[config.mk]
export PLATFORM = sky130hd
export DESIGN_NAME = pwm_toggle_timer
export DESIGN_NICKNAME = d
export VERILOG_FILES = /design/src/rtl/ptt_pkg.sv /design/src/rtl/ptt_regs.sv /design/src/rtl/ptt_core.sv /design/src/rtl/ptt_outs.sv /design/src/rtl/pwm_toggle_timer.sv
export SDC_FILE = /design/constraint.sdc
export NUM_CORES = 1
export LEC_CHECK = 0
export ABC_AREA = 0
export BUFFER_PORTS_ARGS = -buffer_cell sky130_fd_sc_hd__buf_2
export CAP_MARGIN = 20
export CORE_AREA = 2 2 91 93
export DETAILED_ROUTE_END_ITERATION = 7
export DIE_AREA = 0 0 93 95
export GPL_TIMING_DRIVEN = 0
export PLACE_DENSITY_LB_ADDON = 0.12
export SYNTH_ARGS = -nofsm -noshare
export SYNTH_HDL_FRONTEND = slang
export SYNTH_SLANG_ARGS = --single-unit
[constraint.sdc]
create_clock -name clk -period 2.47 [get_ports clk]
set_input_delay 0 -clock clk [delete_from_list [all_inputs] [get_ports clk]]
set_output_delay 0 -clock clk [all_outputs]
set_load 0.005 [all_outputs]
[src/rtl/ptt_pkg.sv]
package ptt_pkg;

    typedef enum logic [1:0] {
        M_TWO8  = 2'd0,
        M_PWM2  = 2'd1,
        M_TOG16 = 2'd2,
        M_MIX16 = 2'd3
    } mode_e;

    localparam logic [2:0] ADDR_CTRL  = 3'd0;
    localparam logic [2:0] ADDR_CMPLO = 3'd1;
    localparam logic [2:0] ADDR_CMPHI = 3'd2;
    localparam logic [2:0] ADDR_DUTYA = 3'd3;
    localparam logic [2:0] ADDR_DUTYB = 3'd4;
    localparam logic [2:0] ADDR_FLAGS = 3'd5;
    localparam int         RUN_BIT    = 2;

    typedef struct packed {
        logic tog_a;
        logic tog_b;
        logic ev_lo;
        logic ev_hi;
    } evt_t;

endpackage

[src/rtl/ptt_regs.sv]
module ptt_regs
    import ptt_pkg::*;
#(
    parameter int HW = 8,
    parameter int AW = 3
) (
    input  logic          clk,
    input  logic          rst,
    input  logic          wr_en,
    input  logic [AW-1:0] wr_addr,
    input  logic [HW-1:0] wr_data,
    input  logic          set_lo,
    input  logic          set_hi,
    output logic          run,
    output mode_e         mode,
    output logic          mode_chg,
    output logic [HW-1:0] pend_cmp_lo,
    output logic [HW-1:0] pend_cmp_hi,
    output logic [HW-1:0] pend_duty_a,
    output logic [HW-1:0] pend_duty_b,
    output logic [1:0]    flags
);
    logic       ctrl_wr;
    logic [1:0] clr_mask;

    assign ctrl_wr  = wr_en && (wr_addr == AW'(ADDR_CTRL));
    assign mode_chg = ctrl_wr && (mode_e'(wr_data[1:0]) != mode);
    assign clr_mask = (wr_en && (wr_addr == AW'(ADDR_FLAGS))) ? wr_data[1:0] : 2'b00;

    always_ff @(posedge clk) begin
        if (rst) begin
            run         <= 1'b0;
            mode        <= M_TWO8;
            pend_cmp_lo <= '0;
            pend_cmp_hi <= '0;
            pend_duty_a <= '0;
            pend_duty_b <= '0;
            flags       <= 2'b00;
        end else begin
            flags <= (flags & ~clr_mask) | {set_hi, set_lo};
            if (wr_en) begin
                case (wr_addr)
                    AW'(ADDR_CTRL): begin
                        mode <= mode_e'(wr_data[1:0]);
                        run  <= wr_data[RUN_BIT];
                    end
                    AW'(ADDR_CMPLO): pend_cmp_lo <= wr_data;
                    AW'(ADDR_CMPHI): pend_cmp_hi <= wr_data;
                    AW'(ADDR_DUTYA): pend_duty_a <= wr_data;
                    AW'(ADDR_DUTYB): pend_duty_b <= wr_data;
                    default: ;
                endcase
            end
        end
    end
endmodule

[src/rtl/ptt_core.sv]
module ptt_core
    import ptt_pkg::*;
#(
    parameter int HW = 8
) (
    input  logic          clk,
    input  logic          rst,
    input  logic          tick,
    input  logic          clr,
    input  mode_e         mode,
    input  logic [HW-1:0] pend_cmp_lo,
    input  logic [HW-1:0] pend_cmp_hi,
    input  logic [HW-1:0] pend_duty_a,
    input  logic [HW-1:0] pend_duty_b,
    output logic [HW-1:0] lo_cnt,
    output logic [HW-1:0] hi_cnt,
    output logic [HW-1:0] act_cmp_lo,
    output logic [HW-1:0] act_cmp_hi,
    output logic [HW-1:0] act_duty_a,
    output logic [HW-1:0] act_duty_b,
    output evt_t          evt
);
    localparam int FW = 2 * HW;

    logic          lo_match, hi_match, full_match, lo_max, hi_max;
    logic [FW-1:0] full_nxt;
    logic [HW-1:0] nxt_lo, nxt_hi;
    logic          ld_cmp_lo, ld_cmp_hi, ld_duty_a, ld_duty_b;
    evt_t          raw;

    assign lo_match   = (lo_cnt == act_cmp_lo);
    assign hi_match   = (hi_cnt == act_cmp_hi);
    assign full_match = lo_match && hi_match;
    assign lo_max     = &lo_cnt;
    assign hi_max     = &hi_cnt;
    assign full_nxt   = full_match ? '0 : ({hi_cnt, lo_cnt} + 1'b1);

    always_comb begin
        nxt_lo    = lo_cnt;
        nxt_hi    = hi_cnt;
        ld_cmp_lo = 1'b0;
        ld_cmp_hi = 1'b0;
        ld_duty_a = 1'b0;
        ld_duty_b = 1'b0;
        raw       = '0;
        case (mode)
            M_TWO8: begin
                nxt_lo    = lo_match ? '0 : lo_cnt + 1'b1;
                nxt_hi    = hi_match ? '0 : hi_cnt + 1'b1;
                ld_cmp_lo = lo_match;
                ld_cmp_hi = hi_match;
                raw.tog_a = lo_match;
                raw.tog_b = hi_match;
                raw.ev_lo = lo_match;
                raw.ev_hi = hi_match;
            end
            M_PWM2: begin
                nxt_lo    = lo_cnt + 1'b1;
                nxt_hi    = hi_cnt + 1'b1;
                ld_duty_a = lo_max;
                ld_duty_b = hi_max;
                raw.ev_lo = lo_max;
                raw.ev_hi = hi_max;
            end
            M_TOG16: begin
                {nxt_hi, nxt_lo} = full_nxt;
                ld_cmp_lo = full_match;
                ld_cmp_hi = full_match;
                raw.tog_a = full_match;
                raw.tog_b = lo_match;
                raw.ev_lo = lo_match;
                raw.ev_hi = full_match;
            end
            default: begin
                {nxt_hi, nxt_lo} = full_nxt;
                ld_cmp_lo = full_match;
                ld_cmp_hi = full_match;
                ld_duty_a = full_match || lo_max;
                raw.tog_a = full_match;
                raw.ev_lo = full_match || lo_max;
                raw.ev_hi = full_match;
            end
        endcase
    end

    assign evt = (tick && !clr) ? raw : '0;

    always_ff @(posedge clk) begin
        if (rst) begin
            lo_cnt     <= '0;
            hi_cnt     <= '0;
            act_cmp_lo <= '0;
            act_cmp_hi <= '0;
            act_duty_a <= '0;
            act_duty_b <= '0;
        end else if (clr) begin
            lo_cnt     <= '0;
            hi_cnt     <= '0;
            act_cmp_lo <= pend_cmp_lo;
            act_cmp_hi <= pend_cmp_hi;
            act_duty_a <= pend_duty_a;
            act_duty_b <= pend_duty_b;
        end else if (tick) begin
            lo_cnt <= nxt_lo;
            hi_cnt <= nxt_hi;
            if (ld_cmp_lo) act_cmp_lo <= pend_cmp_lo;
            if (ld_cmp_hi) act_cmp_hi <= pend_cmp_hi;
            if (ld_duty_a) act_duty_a <= pend_duty_a;
            if (ld_duty_b) act_duty_b <= pend_duty_b;
        end
    end
endmodule

[src/rtl/ptt_outs.sv]
module ptt_outs
    import ptt_pkg::*;
#(
    parameter int HW = 8
) (
    input  logic          clk,
    input  logic          rst,
    input  logic          clr,
    input  logic          run,
    input  mode_e         mode,
    input  evt_t          evt,
    input  logic [HW-1:0] lo_cnt,
    input  logic [HW-1:0] hi_cnt,
    input  logic [HW-1:0] act_duty_a,
    input  logic [HW-1:0] act_duty_b,
    output logic          out_a,
    output logic          out_b
);
    logic tog_a, tog_b;
    logic pwm_lo, pwm_hi;
    logic pin_a, pin_b;

    always_ff @(posedge clk) begin
        if (rst || clr) begin
            tog_a <= 1'b0;
            tog_b <= 1'b0;
        end else begin
            if (evt.tog_a) tog_a <= ~tog_a;
            if (evt.tog_b) tog_b <= ~tog_b;
        end
    end

    assign pwm_lo = (lo_cnt < act_duty_a);
    assign pwm_hi = (hi_cnt < act_duty_b);

    always_comb begin
        case (mode)
            M_PWM2:  begin pin_a = pwm_lo; pin_b = pwm_hi; end
            M_MIX16: begin pin_a = tog_a;  pin_b = pwm_lo; end
            default: begin pin_a = tog_a;  pin_b = tog_b;  end
        endcase
    end

    assign out_a = run && pin_a;
    assign out_b = run && pin_b;
endmodule

[src/rtl/pwm_toggle_timer.sv]
module pwm_toggle_timer
    import ptt_pkg::*;
#(
    parameter int HW = 8,
    parameter int AW = 3
) (
    input  logic          clk,
    input  logic          rst,
    input  logic          tick,
    input  logic          wr_en,
    input  logic [AW-1:0] wr_addr,
    input  logic [HW-1:0] wr_data,
    output logic          out_a,
    output logic          out_b,
    output logic [1:0]    irq
);
    logic          run, mode_chg, clr;
    mode_e         mode;
    logic [HW-1:0] pend_cmp_lo, pend_cmp_hi, pend_duty_a, pend_duty_b;
    logic [HW-1:0] lo_cnt, hi_cnt;
    logic [HW-1:0] act_cmp_lo, act_cmp_hi, act_duty_a, act_duty_b;
    evt_t          evt;

    assign clr = !run || mode_chg;

    ptt_regs #(.HW(HW), .AW(AW)) u_regs (
        .clk(clk), .rst(rst), .wr_en(wr_en), .wr_addr(wr_addr), .wr_data(wr_data),
        .set_lo(evt.ev_lo), .set_hi(evt.ev_hi), .run(run), .mode(mode),
        .mode_chg(mode_chg), .pend_cmp_lo(pend_cmp_lo), .pend_cmp_hi(pend_cmp_hi),
        .pend_duty_a(pend_duty_a), .pend_duty_b(pend_duty_b), .flags(irq)
    );

    ptt_core #(.HW(HW)) u_core (
        .clk(clk), .rst(rst), .tick(tick), .clr(clr), .mode(mode),
        .pend_cmp_lo(pend_cmp_lo), .pend_cmp_hi(pend_cmp_hi),
        .pend_duty_a(pend_duty_a), .pend_duty_b(pend_duty_b),
        .lo_cnt(lo_cnt), .hi_cnt(hi_cnt), .act_cmp_lo(act_cmp_lo),
        .act_cmp_hi(act_cmp_hi), .act_duty_a(act_duty_a),
        .act_duty_b(act_duty_b), .evt(evt)
    );

    ptt_outs #(.HW(HW)) u_outs (
        .clk(clk), .rst(rst), .clr(clr), .run(run), .mode(mode), .evt(evt),
        .lo_cnt(lo_cnt), .hi_cnt(hi_cnt), .act_duty_a(act_duty_a),
        .act_duty_b(act_duty_b), .out_a(out_a), .out_b(out_b)
    );
endmodule

Yosys cells after proc, flatten, opt, wreduce, memory -nomap -nowiden
Index checks and enable logic that the tools add are counted.
{ "totals": {"ff_bits": 87, "inputBits": 15, "output_inout_bits": 4, "word_cells": 95} }
{ "classes": {"addsub": 3, "magnitude_cmp": 2, "n_eq_ne": 11, "mux": 27, "n_bitwise": 5, "reduce_logical": 32} }
{ "op_table": {"columns": ["operator", "count"], "rows": [
  ["8-bit two-way mux", 14],
  ["8-bit one-hot mux with 2 select lines", 2],
  ["2-bit AND reduction", 9],
  ["16-bit by 1-bit adder with 16-bit output, second input constant", 1],
  ["8-bit by 1-bit adder with 8-bit output, second input constant", 2],
  ["8-bit equality test", 2],
  ["8-bit < comparator", 2],
  ["16-bit two-way mux", 1],
  ["8-bit AND reduction", 2],
  ["1-bit one-hot mux with 2 select lines", 5],
  ["2-bit nonzero test", 5],
  ["1-bit logical AND", 7],
  ["3-bit by 2-bit equality test with 1-bit output, second input constant", 2],
  ["3-bit equality test, second input constant", 2],
  ["2-bit one-hot mux with 3 select lines", 1],
  ["2-bit equality test, second input constant", 2],
  ["4-bit two-way mux", 1],
  ["2-bit OR reduction", 2],
  ["3-bit by 1-bit equality test with 1-bit output, second input constant", 1],
  ["3-bit logical NOT", 1],
  ["1-bit logical OR", 3],
  ["2-bit bitwise AND", 1],
  ["2-bit by 1-bit equality test with 1-bit output, second input constant", 1],
  ["1-bit logical NOT", 2],
  ["7 further kinds", 9]
]} }

Logic depth before layout (Yosys ltp)
Gate-level depths: netlist of the first run.
{ "logic_depth": {"ltp_word": 8, "depth_mapped": 7, "mapped_depth_nobuf": 7} }

Hierarchy
A second synthesis of the first run with hierarchy kept.
{ "unflattened": {"hier_cells": 498, "area_unflattened_um2": 4794.6} }
{ "modules_own_cells": {"columns": ["mod", "n_inst", "cells_per_inst", "area_per_inst_um2", "seq_area_each_um2"], "rows": [
  ["ptt_core", 1, 294, 2763.9, 960.9],
  ["ptt_regs", 1, 142, 1539.0, 740.7],
  ["ptt_outs", 1, 61, 485.5, 40.0],
  ["pwm_toggle_timer", 1, 1, 6.3, 0.0]
]} }

Least setup slack after synthesis of the first run
No wires, ideal clock.
{ "synth_path": {"path_kind": "flip-flop to flip-flop", "start": "reg u_core.hi_cnt[3]", "end": "reg u_core.hi_cnt[2]", "setup_time_ns": 0.122, "arrival_time_ns": 1.592, "required_time_ns": 2.348, "setup_slack_ns": 0.757, "path_stages_with_launch": 7, "n_path_buf": 1, "synth_period_minus_slack_ns": 1.713, "cell_sequence": "dfxtp_1 -> buf_2 -> xnor2_2 -> and4_4 -> a41oi_4 -> a22o_1 -> a221o_1"} }
{ "synth_via": {"elab_chain_cells": 4, "word_cells_on_any_way": 5, "cone_classes": "eq/ne: 1; mux: 3; reduce/logical: 1"} }
{ "synth_lines": {"columns": ["element", "line", "rtl"], "rows": [
  ["start: declaration", "ptt_core.sv:16", "output logic [HW-1:0] hi_cnt,"],
  ["start signal: assignment", "ptt_core.sv:105", "hi_cnt <= nxt_hi;"],
  ["8-bit equality test *", "ptt_core.sv:32", "assign hi_match = (hi_cnt == act_cmp_hi);"],
  ["1-bit logical AND", "ptt_core.sv:33", "assign full_match = lo_match && hi_match;"],
  ["16-bit two-way mux", "ptt_core.sv:36", "assign full_nxt = full_match ? '0 : ({hi_cnt, lo_cnt} + 1'b1);"],
  ["8-bit one-hot mux with 2 select lines *", "ptt_core.sv:46", "case (mode)"]
]} }
Mark *: on every way between the ends. The rest lies on a longest branch, timed or not.
A chain may end at the register's enable or synchronous reset.

Worst setup path in the final report of the first run
{ "layout_path": {"start": "reg u_core.lo_cnt[5]", "end": "out out_b"} }
{ "layout_via": {"elab_chain_cells": 3} }
{ "layout_lines": {"columns": ["element", "line", "rtl"], "rows": [
  ["start: declaration", "ptt_core.sv:15", "output logic [HW-1:0] lo_cnt,"],
  ["start signal: assignment", "ptt_core.sv:104", "lo_cnt <= nxt_lo;"],
  ["8-bit < comparator", "ptt_outs.sv:33", "assign pwm_lo = (lo_cnt < act_duty_a);"],
  ["1-bit one-hot mux with 2 select lines", "ptt_outs.sv:37", "case (mode)"],
  ["1-bit logical AND", "ptt_outs.sv:45", "assign out_b = run && pin_b;"],
  ["end: declaration", "pwm_toggle_timer.sv:14", "output logic out_b,"]
]} }
Every way passes these cells.

==> results of run 1 <==
[Yosys cell counts, drive strengths merged, types with 8 or more instances]
cell type / number
a21oi: 19
clkbuf: 16
nand2b: 51
buf: 13
ha: 16
nand2: 43
o21ai: 8
mux2i: 58
nand4: 10
nand3: 10
and4: 8
xnor2: 22
nor2: 57
dfxtp: 87
nor3: 13
inv: 18
[power by group through the flow]
stage | logic (mW) | registers, mW | clock network [mW]
floorplan | 0.148 | 1.46 | 0
detailed placement | 0.208 | 1.47 | 0
global placement | 0.203 | 1.46 | 0
finish | 0.219 | 1.43 | 0.922
CTS | 0.217 | 1.43 | 0.947
global route | 0.237 | 1.44 | 1.00
[per-stage QoR]
stage	total power, mW	cell area [µm²]	std cells	utilization, %
2_1_floorplan	1.61	4720	521	-
3_3_place_gp	1.67	4920	640	62.0
3_5_place_dp	1.67	4920	640	62.0
4_1_cts	2.60	5170	663	65.2
5_1_grt	2.68	5170	663	65.3
6_report	2.57	5170	663	65.3
[state kept, by name (all words and copies together), names as in the netlist]
register            cells
u_core.act_cmp_hi       8
u_regs.pend_cmp_lo      8
u_regs.flags            2
u_outs.tog_a            1
u_core.act_cmp_lo       8
u_regs.mode             2
u_outs.tog_b            1
u_core.act_duty_b       8
u_regs.run              1
u_regs.pend_cmp_hi      8
u_core.hi_cnt           8
u_core.lo_cnt           8
u_regs.pend_duty_a      8
u_regs.pend_duty_b      8
u_core.act_duty_a       8
[cell usage in the layout (no fill, tap or decap), types with 8 or more instances in the layout]
| master | n |
|---|---|
| sky130_fd_sc_hd__nand2_1 | 42 |
| sky130_fd_sc_hd__clkbuf_1 | 17 |
| sky130_fd_sc_hd__nor3_1 | 8 |
| sky130_fd_sc_hd__a21oi_1 | 18 |
| sky130_fd_sc_hd__dfxtp_1 | 87 |
| sky130_fd_sc_hd__inv_1 | 18 |
| sky130_fd_sc_hd__nor2_1 | 55 |
| sky130_fd_sc_hd__buf_2 | 21 |
| sky130_fd_sc_hd__mux2i_1 | 58 |
| sky130_fd_sc_hd__clkbuf_8 | 9 |
| sky130_fd_sc_hd__nand4_1 | 9 |
| sky130_fd_sc_hd__nand3_1 | 9 |
| sky130_fd_sc_hd__ha_1 | 16 |
| sky130_fd_sc_hd__xnor2_1 | 21 |
| sky130_fd_sc_hd__nand2b_1 | 51 |
[metal layers]
metal	part of all wire, %	vias up	wire (µm)
li1	-	1880	-
met1	45	1856	5060
met2	47	127	5310
met3	5.8	23	652
met4	2.1	0	232
met5	0	-	0
[cells by family after synthesis]
logic type,count (synthesis),synth area share (%)
multiplexers,58,12.3
buffers and inverters,47,4.32
AO/OA/AOI/OAI,72,12.1
adder cells (fa/ha/maj),16,4.24
flip-flops,87,36.9
XOR/XNOR,28,5.36
AND/OR/NAND/NOR,213,24.7
[what timing repair did]
item | CTS | global route
endpoints found under the hold margin | 24 | 0
setup endpoints to repair | 0 | 2
hold buffers | 7 | 0
resized for setup | 0 | 1
setup buffers | 0 | 0
[area by class of cell]
class / instances / area share [%]
inverter: 18 / 1.31
clock inverter: 6 / 1.02
sequential: 87 / 33.7
buffer: 29 / 2.64
tap: 105 / 2.54
clock buffer: 10 / 2.47
timing repair buffer: 21 / 2.71
multi-input combinational: 387 / 53.7
[how the worst min path moves through the flow]
stage,start,to,cells past startpoint
after floorplan,wr_data[2],u_regs.pend_duty_a[2]$_SDFFE_PP0P_,2
after global placement,wr_data[7],u_regs.pend_duty_a[7]$_SDFFE_PP0P_,3
after detailed placement,wr_data[3],u_regs.pend_duty_a[3]$_SDFFE_PP0P_,3
after CTS,wr_data[0],u_regs.pend_duty_a[0]$_SDFFE_PP0P_,3
after global routing,wr_data[0],u_regs.pend_duty_a[0]$_SDFFE_PP0P_,3
final,wr_data[0],u_regs.pend_duty_a[0]$_SDFFE_PP0P_,3
[worst min-delay path, stage by stage]
cell and delay [ps]:
sky130_fd_sc_hd__clkbuf_1 200, sky130_fd_sc_hd__nand2_1 100, sky130_fd_sc_hd__a21oi_1 60
==> results.md, run 1 <==
GRT:
- The most utilized layer in the global route result is met2.
- For this run, the total global-route usage over all layers was measured as 27.1%.
- In the global route stage, met1 resource usage came out at 35.5%.
- The leftover overflow at the end of global routing is 0.
- The initial antenna violation count came to 0.
- Global routing used 45.0% of the available met2 tracks.
- The via count of the first global-routing pass was 3,822.
- Global routing consumed, on the met3 layer, 4.07% of the routing resources.
- The largest net degree at the start of global routing is 17.
- The global-route wire length before repair is 18.6 mm.

Timing:
- Adding up every negative setup slack in the final design gives 0 ps.
- The setup clock skew after layout is 10.2 ps.
- The transition time at the pin with the least slew margin is 835 ps.
- The max-slew violation total from the final report was 0.
- The final critical path takes up 96.4% of the cycle.
- Across all hold checks on the routed design, the worst slack comes to 45.1 ps.
- The timing-limited maximum frequency is 420 MHz.
- Setup repair after global routing left no endpoint under its margin.
- Setup slack closes at 88.6 ps.
- After layout, the minimum clock period comes to 2380 ps.
- The final number of hold-violating endpoints is 0.
- The headroom to the max-slew limit is 44.0%.
- The final setup violation count is 0.

Setup path:
- The count of cell instances traversed by the critical path is 7.
- The biggest fanout along the worst timing path is 5.
- Setup slack on the worst reg-to-reg path comes out at 430 ps.
- The path depth of the worst reg2reg path is 6.
- The critical path goes through ha_1 > a21o_1 > a21o_1 > a221oi_2 > a31oi_1 > a21oi_1 > buf_2.
- The required arrival time at the worst endpoint is 2470 ps.
- In this run the worst setup path terminates at out_b.
- The worst flop-to-flop path endpoint is u_core.act_duty_a[1]$_SDFFE_PP0P_.
- The startpoint of the lowest-slack register-to-register path is u_core.lo_cnt[0]$_SDFFE_PP0P_.
- STA classifies the critical path startpoint as a flop.
- By instance count, the cell type seen most on the critical path is sky130_fd_sc_hd__a21o_1.
- At the worst endpoint, the arrival time is 2380 ps.
- In this run the worst setup path begins at u_core.lo_cnt[5]$_SDFFE_PP0P_.
- Among cell families on the critical path, the largest total delay comes from compound AO/OA/AOI/OAI gates.
- The classification of the worst setup path is flop to output port.
- The worst setup path is captured at an output port.
- The cell type of the slowest stage on the worst timing path is sky130_fd_sc_hd__dfxtp_1.
- The buffers plus inverters on the worst setup path is 1.
- For this run, the slowest stage of the critical path takes 510 ps.

Clock network:
- Counting along the longest clock path gives a buffer depth of 2.
- The total CTS buffers is 9.
- The clock insertion delay at the later pin of the skew report is 360 ps.
- The clock-pin transition on the worst setup and hold timing paths is 90 ps.
- The H-tree depth reported by CTS is 3.
- The TritonCTS clock tree is yes.
- The TritonCTS sink count is 87.
- Clock tree synthesis selected as its root buffer the cell sky130_fd_sc_hd__clkbuf_8.

Synthesis:
- After synthesis, the cell types taking the most area are sky130_fd_sc_hd__dfxtp_1 (37%), sky130_fd_sc_hd__mux2i_1 (12%), sky130_fd_sc_hd__nand2b_1 (6.8%).
- The prevailing post-synth register cell is sky130_fd_sc_hd__dfxtp_1.
- The top cell type by total area after synthesis is sky130_fd_sc_hd__dfxtp_1.
- The post-synth net total is 552.
- In the synthesized netlist, the number of instances is 521.
- The area share of the leading cell type in the synthesized netlist is 36.9%.
- The flip-flop and latch count after synthesis is 87.
- The fraction of registers with async set or reset after synthesis is 0%.
- The Yosys step of the flow raised 0 warnings.
- The count of cell types in the netlist is 63.
- The number of enable-type register cells in the synthesized netlist is 0.
- After synthesis the cells add up to 4720 µm².
- Sequential cells were found to cover 36.9% of the synthesized design area.
- The average size of a mapped cell is 9.05 µm².

Route:
- The first-iteration detailed-routing DRC count is 185.
- The count of nets left with antenna violations once routing finished came out at 0.
- The average wire per standard cell is 17.0 µm.
- For this block, the routed nets add up to 11.3 mm of wire.
- The first-pass detailed-route iteration total is 5.
- In the routed layout, each cell is associated on average with a via count of 5.86.
- The via count of the routed design is 3,886.
- The number of design rule violations left after detail routing is 0.

Power:
- Combinational logic burns 8.5% of the power.
- The clock power share is 35.8%.
- Summed over all cells, the static leakage comes to 1.82 nW.
- Across the VDD grid, the largest voltage drop is 0.338 mV.
- The analysis attributes to net switching a power of 0.690 mW.
- The internal power is 1.88 mW.
- For this design the ratio of total power to cell area is 497 nW/µm².
- The switching fraction of total power is 26.8%.
- The sequential cell fraction of total power is 55.7%.

Layout:
- Relative to the synthesized area, the layout overhead comes to 9.71%.
- The final net count is 584.
- In the final layout, the multi-input gates occupy 2780 µm².
- After filler insertion, the fill cell instance count of the layout stands at 698.
- The number of antenna diodes in the final layout is 0.
- In the final layout, flip-flops and latches occupy 1740 µm².
- The proportion of layout cells with a drive suffix above 1 is 11.6%.

Placement:
- The final weighted congestion in routability-driven placement is 0.932.
- The post-placement worst setup slack is 449 ps.
- Port buffering added 14 buffers.
- The detailed placer's ending HPWL is 8.46 mm.

Floorplan:
- The core region is 7930 µm².
- The overall die area is 8840 µm².
- The initial core utilization is 59.5%.
- The floorplan has 33 rows.
- In this run the count of I/O pins placed on the die edge is 19.
- Measured along the x axis, the die boundary spans 93 µm.
- The floorplan step set the die height to 95 µm.

Min path:
- The worst min-delay path class is input port to flop.

Run:
- The tool flagged a number of max-cap violations equal to 0.

Outcome:
- The run finished with clean final reports.
(Power assumes the default switching activity.)
==> run 2: changes to the inputs <==
--- a/config.mk
+++ b/config.mk
@@ -8,9 +8,9 @@
 export ABC_AREA = 0
 export BUFFER_PORTS_ARGS = -buffer_cell sky130_fd_sc_hd__buf_2
 export CAP_MARGIN = 20
-export CORE_AREA = 2 2 91 93
+export CORE_AREA = 2 2 95 97
 export DETAILED_ROUTE_END_ITERATION = 7
-export DIE_AREA = 0 0 93 95
+export DIE_AREA = 0 0 97 99
 export GPL_TIMING_DRIVEN = 0
 export PLACE_DENSITY_LB_ADDON = 0.12
 export SYNTH_ARGS = -nofsm -noshare
==> constraint.sdc (replaced) <==
create_clock -name clk -period 2 [get_ports clk]
set_input_delay 0 -clock clk [delete_from_list [all_inputs] [get_ports clk]]
set_output_delay 0 -clock clk [all_outputs]
set_load 0.005 [all_outputs]
==> results.md, run 2 (synthesis results as in run 1) <==
Outcome:
- The run finished, with violations left.
- The final reports fail on negative setup slack.

Clock network:
- The total CTS buffers is 9.
- The TritonCTS sink count is 87.
- The clock-pin transition on the worst setup and hold timing paths is 100 ps.
- Counting along the longest clock path gives a buffer depth of 2.
- The clock reaches the later pin of the worst-skew pair after 370 ps.
- The TritonCTS clock tree is yes.
- Clock tree synthesis selected as its root buffer the cell sky130_fd_sc_hd__clkbuf_8.
- The H-tree depth reported by CTS is 3.

Setup path:
- The number of buffers and inverters on the critical path is 1.
- The cell that appears most often on the critical path is sky130_fd_sc_hd__a21o_1.
- The required arrival time at the worst endpoint is 2000 ps.
- The longest individual stage delay on the worst path is 380 ps.
- For the worst flop-to-flop path, the logic depth is 6.
- Data arrives at the worst endpoint at 2120 ps.
- STA classifies the critical path startpoint as a flop.
- The signal on the critical path passes through ha_4 > a21o_1 > a21o_1 > a221oi_2 > a31oi_1 > a21oi_2 > buf_2.
- The gate family responsible for the most delay along the worst path is compound AO/OA/AOI/OAI gates.
- The critical path is of the flop to output port type.
- The slowest stage of the critical path belongs to the cell sky130_fd_sc_hd__dfxtp_4.
- The biggest fanout along the worst timing path is 5.
- The worst setup path is captured at an output port.
- The count of cell instances traversed by the critical path is 7.

Route:
- The number of design rule violations left after detail routing is 0.
- The number of routed nets with antenna violations is 0.
- After detailed routing, the number of vias per cell comes to 5.62.
- After detailed routing, the average wire length per cell comes to 16.7 µm.
- The via count of the routed design is 3,774.
- The first-iteration detailed-routing DRC count is 167.
- After detailed routing, the total wire length is 11.2 mm.
- For this run, the detailed router's first-pass iteration total came to 5.

GRT:
- The global-route wire length before repair is 18.6 mm.
- The via count of the first global-routing pass is 3,706.
- The initial antenna violation count is 0.
- Global routing finished with a remaining overflow of 0.
- The largest net degree at the start of global routing is 19.
- The total routing usage reported by global routing is 24.1%.

Timing:
- The minimum setup slack in the final design is -117 ps.
- Setup repair after global routing could not meet its margin everywhere.
- The max-slew violation total from the final report is 0.
- The final setup violation count is 2.
- For the pin with the worst max-slew slack, the measured transition is 806 ps.
- The setup clock skew after layout is 11.2 ps.
- After layout, the worst path uses 106% of the clock period.
- The post-layout minimum cycle time is 2120 ps.
- The worst pin sits at a relative slew slack of 46.0%.
- The final number of hold-violating endpoints came to 0.
- The timing-limited maximum frequency is 472 MHz.

Power:
- Summing internal, switching and leakage power gives 3.27 mW.
- The sequential cell fraction of total power is 54.0%.
- The clock power share is 37.5%.
- The net switching component of the power is 0.920 mW.
- The switching fraction of total power is 28.1%.
- Power spread over the standard cell area amounts to 616 nW/µm².
- The peak supply drop is 0.515 mV.
- For this design the static power due to leakage is 1.87 nW.
- The part of the power in combinational logic is 8.5%.
- The internal power is 2.35 mW.

Layout:
- Cells with a size suffix above 1 make up 15.8% of the layout.
- The final instance area is 5310 µm².
- The final instance count without filler cells is 671.
- The library cell used most frequently in the layout, excluding fill and tap cells, is sky130_fd_sc_hd__dfxtp_1.
- The filler cells instantiated in the layout total 760.
- The area of combinational cells with multiple inputs is 2820 µm².
- The repair_antennas step left the layout with diodes totalling 0.
- The library cells used most frequently in the layout, excluding fill and tap cells, are sky130_fd_sc_hd__dfxtp_1 (76), sky130_fd_sc_hd__mux2i_1 (58), sky130_fd_sc_hd__nor2_1 (55), sky130_fd_sc_hd__nand2b_1 (51), sky130_fd_sc_hd__nand2_1 (42).
- In the final layout, flip-flops and latches occupy 1760 µm².
- For this run, the post-layout net count is 589.
- The layout overhead on the synthesized area is 12.6%.

Run:
- Across the run, the number of max-cap violations was 0.

Placement:
- Routability-driven placement finished with a final weighted congestion of 0.906.
- Before CTS, the worst setup slack after placement is -3.75 ps.
- The detailed placer's ending HPWL is 8.28 mm.
- Input and output buffers added on the ports amount to 14.
- Summing all placed instances gives a cell area of 4920 µm².
- Including well taps, the total number of placed cells is 643.

Floorplan:
- Measured along the y axis, the die boundary spans 99 µm.
- For this configuration, the core starts out at a cell density of 55.2%.
- The overall die area is 9600 µm².
- The total number of placement rows is 34.
- The total area inside the core boundary comes to 8550 µm².
- The horizontal die dimension is 97 µm.
- During I/O placement, the number of pins put on the boundary was 19.

Min path:
- The tightest min-delay check is of the input port to flop type.
- Counting instances, the worst hold path has a depth of 3.
run 2: changes by cell type in the layout (fill, tap and decap cells not counted), sizes merged:
cell / delta
buf: +5
clkbuf: -1
inv: +2
clkinvlp: -1
run 2: per-stage QoR:
step | hold slack, ps | util (%) | setup TNS, ps
5_1_grt | 84.3 | 62.1 | -345
4_1_cts | 59.1 | 61.0 | -267
6_report | 56.3 | 62.1 | -176
3_3_place_gp | 300 | 57.6 | 0
2_1_floorplan | 136 | - | 0
3_5_place_dp | 308 | 57.6 | -7.00
run 2: layer usage:
| layer | share of wire, % | up-vias | track usage [%] |
|---|---|---|---|
| met4 | 1.9 | 0 | 5.85 |
| met5 | 0 | - | 0 |
| met1 | 47 | 1770 | 32.9 |
| met3 | 4.6 | 13 | 4.26 |
| met2 | 46 | 91 | 40.0 |
| li1 | - | 1900 | - |
run 2: what timing repair did:
item	4_1_cts	5_1_grt
hold buffers	7	0
setup buffers	0	6
resized for setup	7	16
endpoints found under the hold margin	26	0
endpoints found under the setup margin	10	27
pin swaps	7	11
run 2: worst register-to-register path: cells and delay by family (launching register included):
| family | cells | cell delay (ps) |
|---|---|---|
| compound gates | 2 | 590 |
| buf+inv | 1 | 180 |
| simple gates | 2 | 450 |
| xor+xnor | 1 | 200 |
| flops | 1 | 340 |
run 2: cell type report:
class / count / share of cell area [%]
repair buffers: 27 / 3.72
multi-input cells: 387 / 53.1
inverters: 18 / 1.27
clock buffers: 9 / 2.33
clock inverters: 7 / 1.37
well taps: 108 / 2.54
plain buffers: 28 / 2.54
flip-flops and latches: 87 / 33.1
run 2: worst paths after layout:
path / slack (ps) / startpoint / endpoint
setup reg to reg: 140 / u_core.hi_cnt[3]$_SDFFE_PP0P_ / u_core.hi_cnt[2]$_SDFFE_PP0P_
hold / removal: 60 / wr_data[0] / u_regs.pend_duty_a[0]$_SDFFE_PP0P_
setup / recovery: -120 / u_core.lo_cnt[5]$_SDFFE_PP0P_ / out_b
hold reg to reg: 460 / u_regs.pend_duty_a[5]$_SDFFE_PP0P_ / u_regs.pend_duty_a[5]$_SDFFE_PP0P_
run 2: power by group through the flow:
| stage | combinational (mW) | clock [mW] | sequential (mW) |
|---|---|---|---|
| after global placement | 0.252 | 0 | 1.81 |
| after floorplan | 0.182 | 0 | 1.81 |
| after detailed placement | 0.256 | 0 | 1.81 |
| final | 0.277 | 1.23 | 1.77 |
| after global routing | 0.300 | 1.31 | 1.77 |
| after CTS | 0.268 | 1.25 | 1.77 |
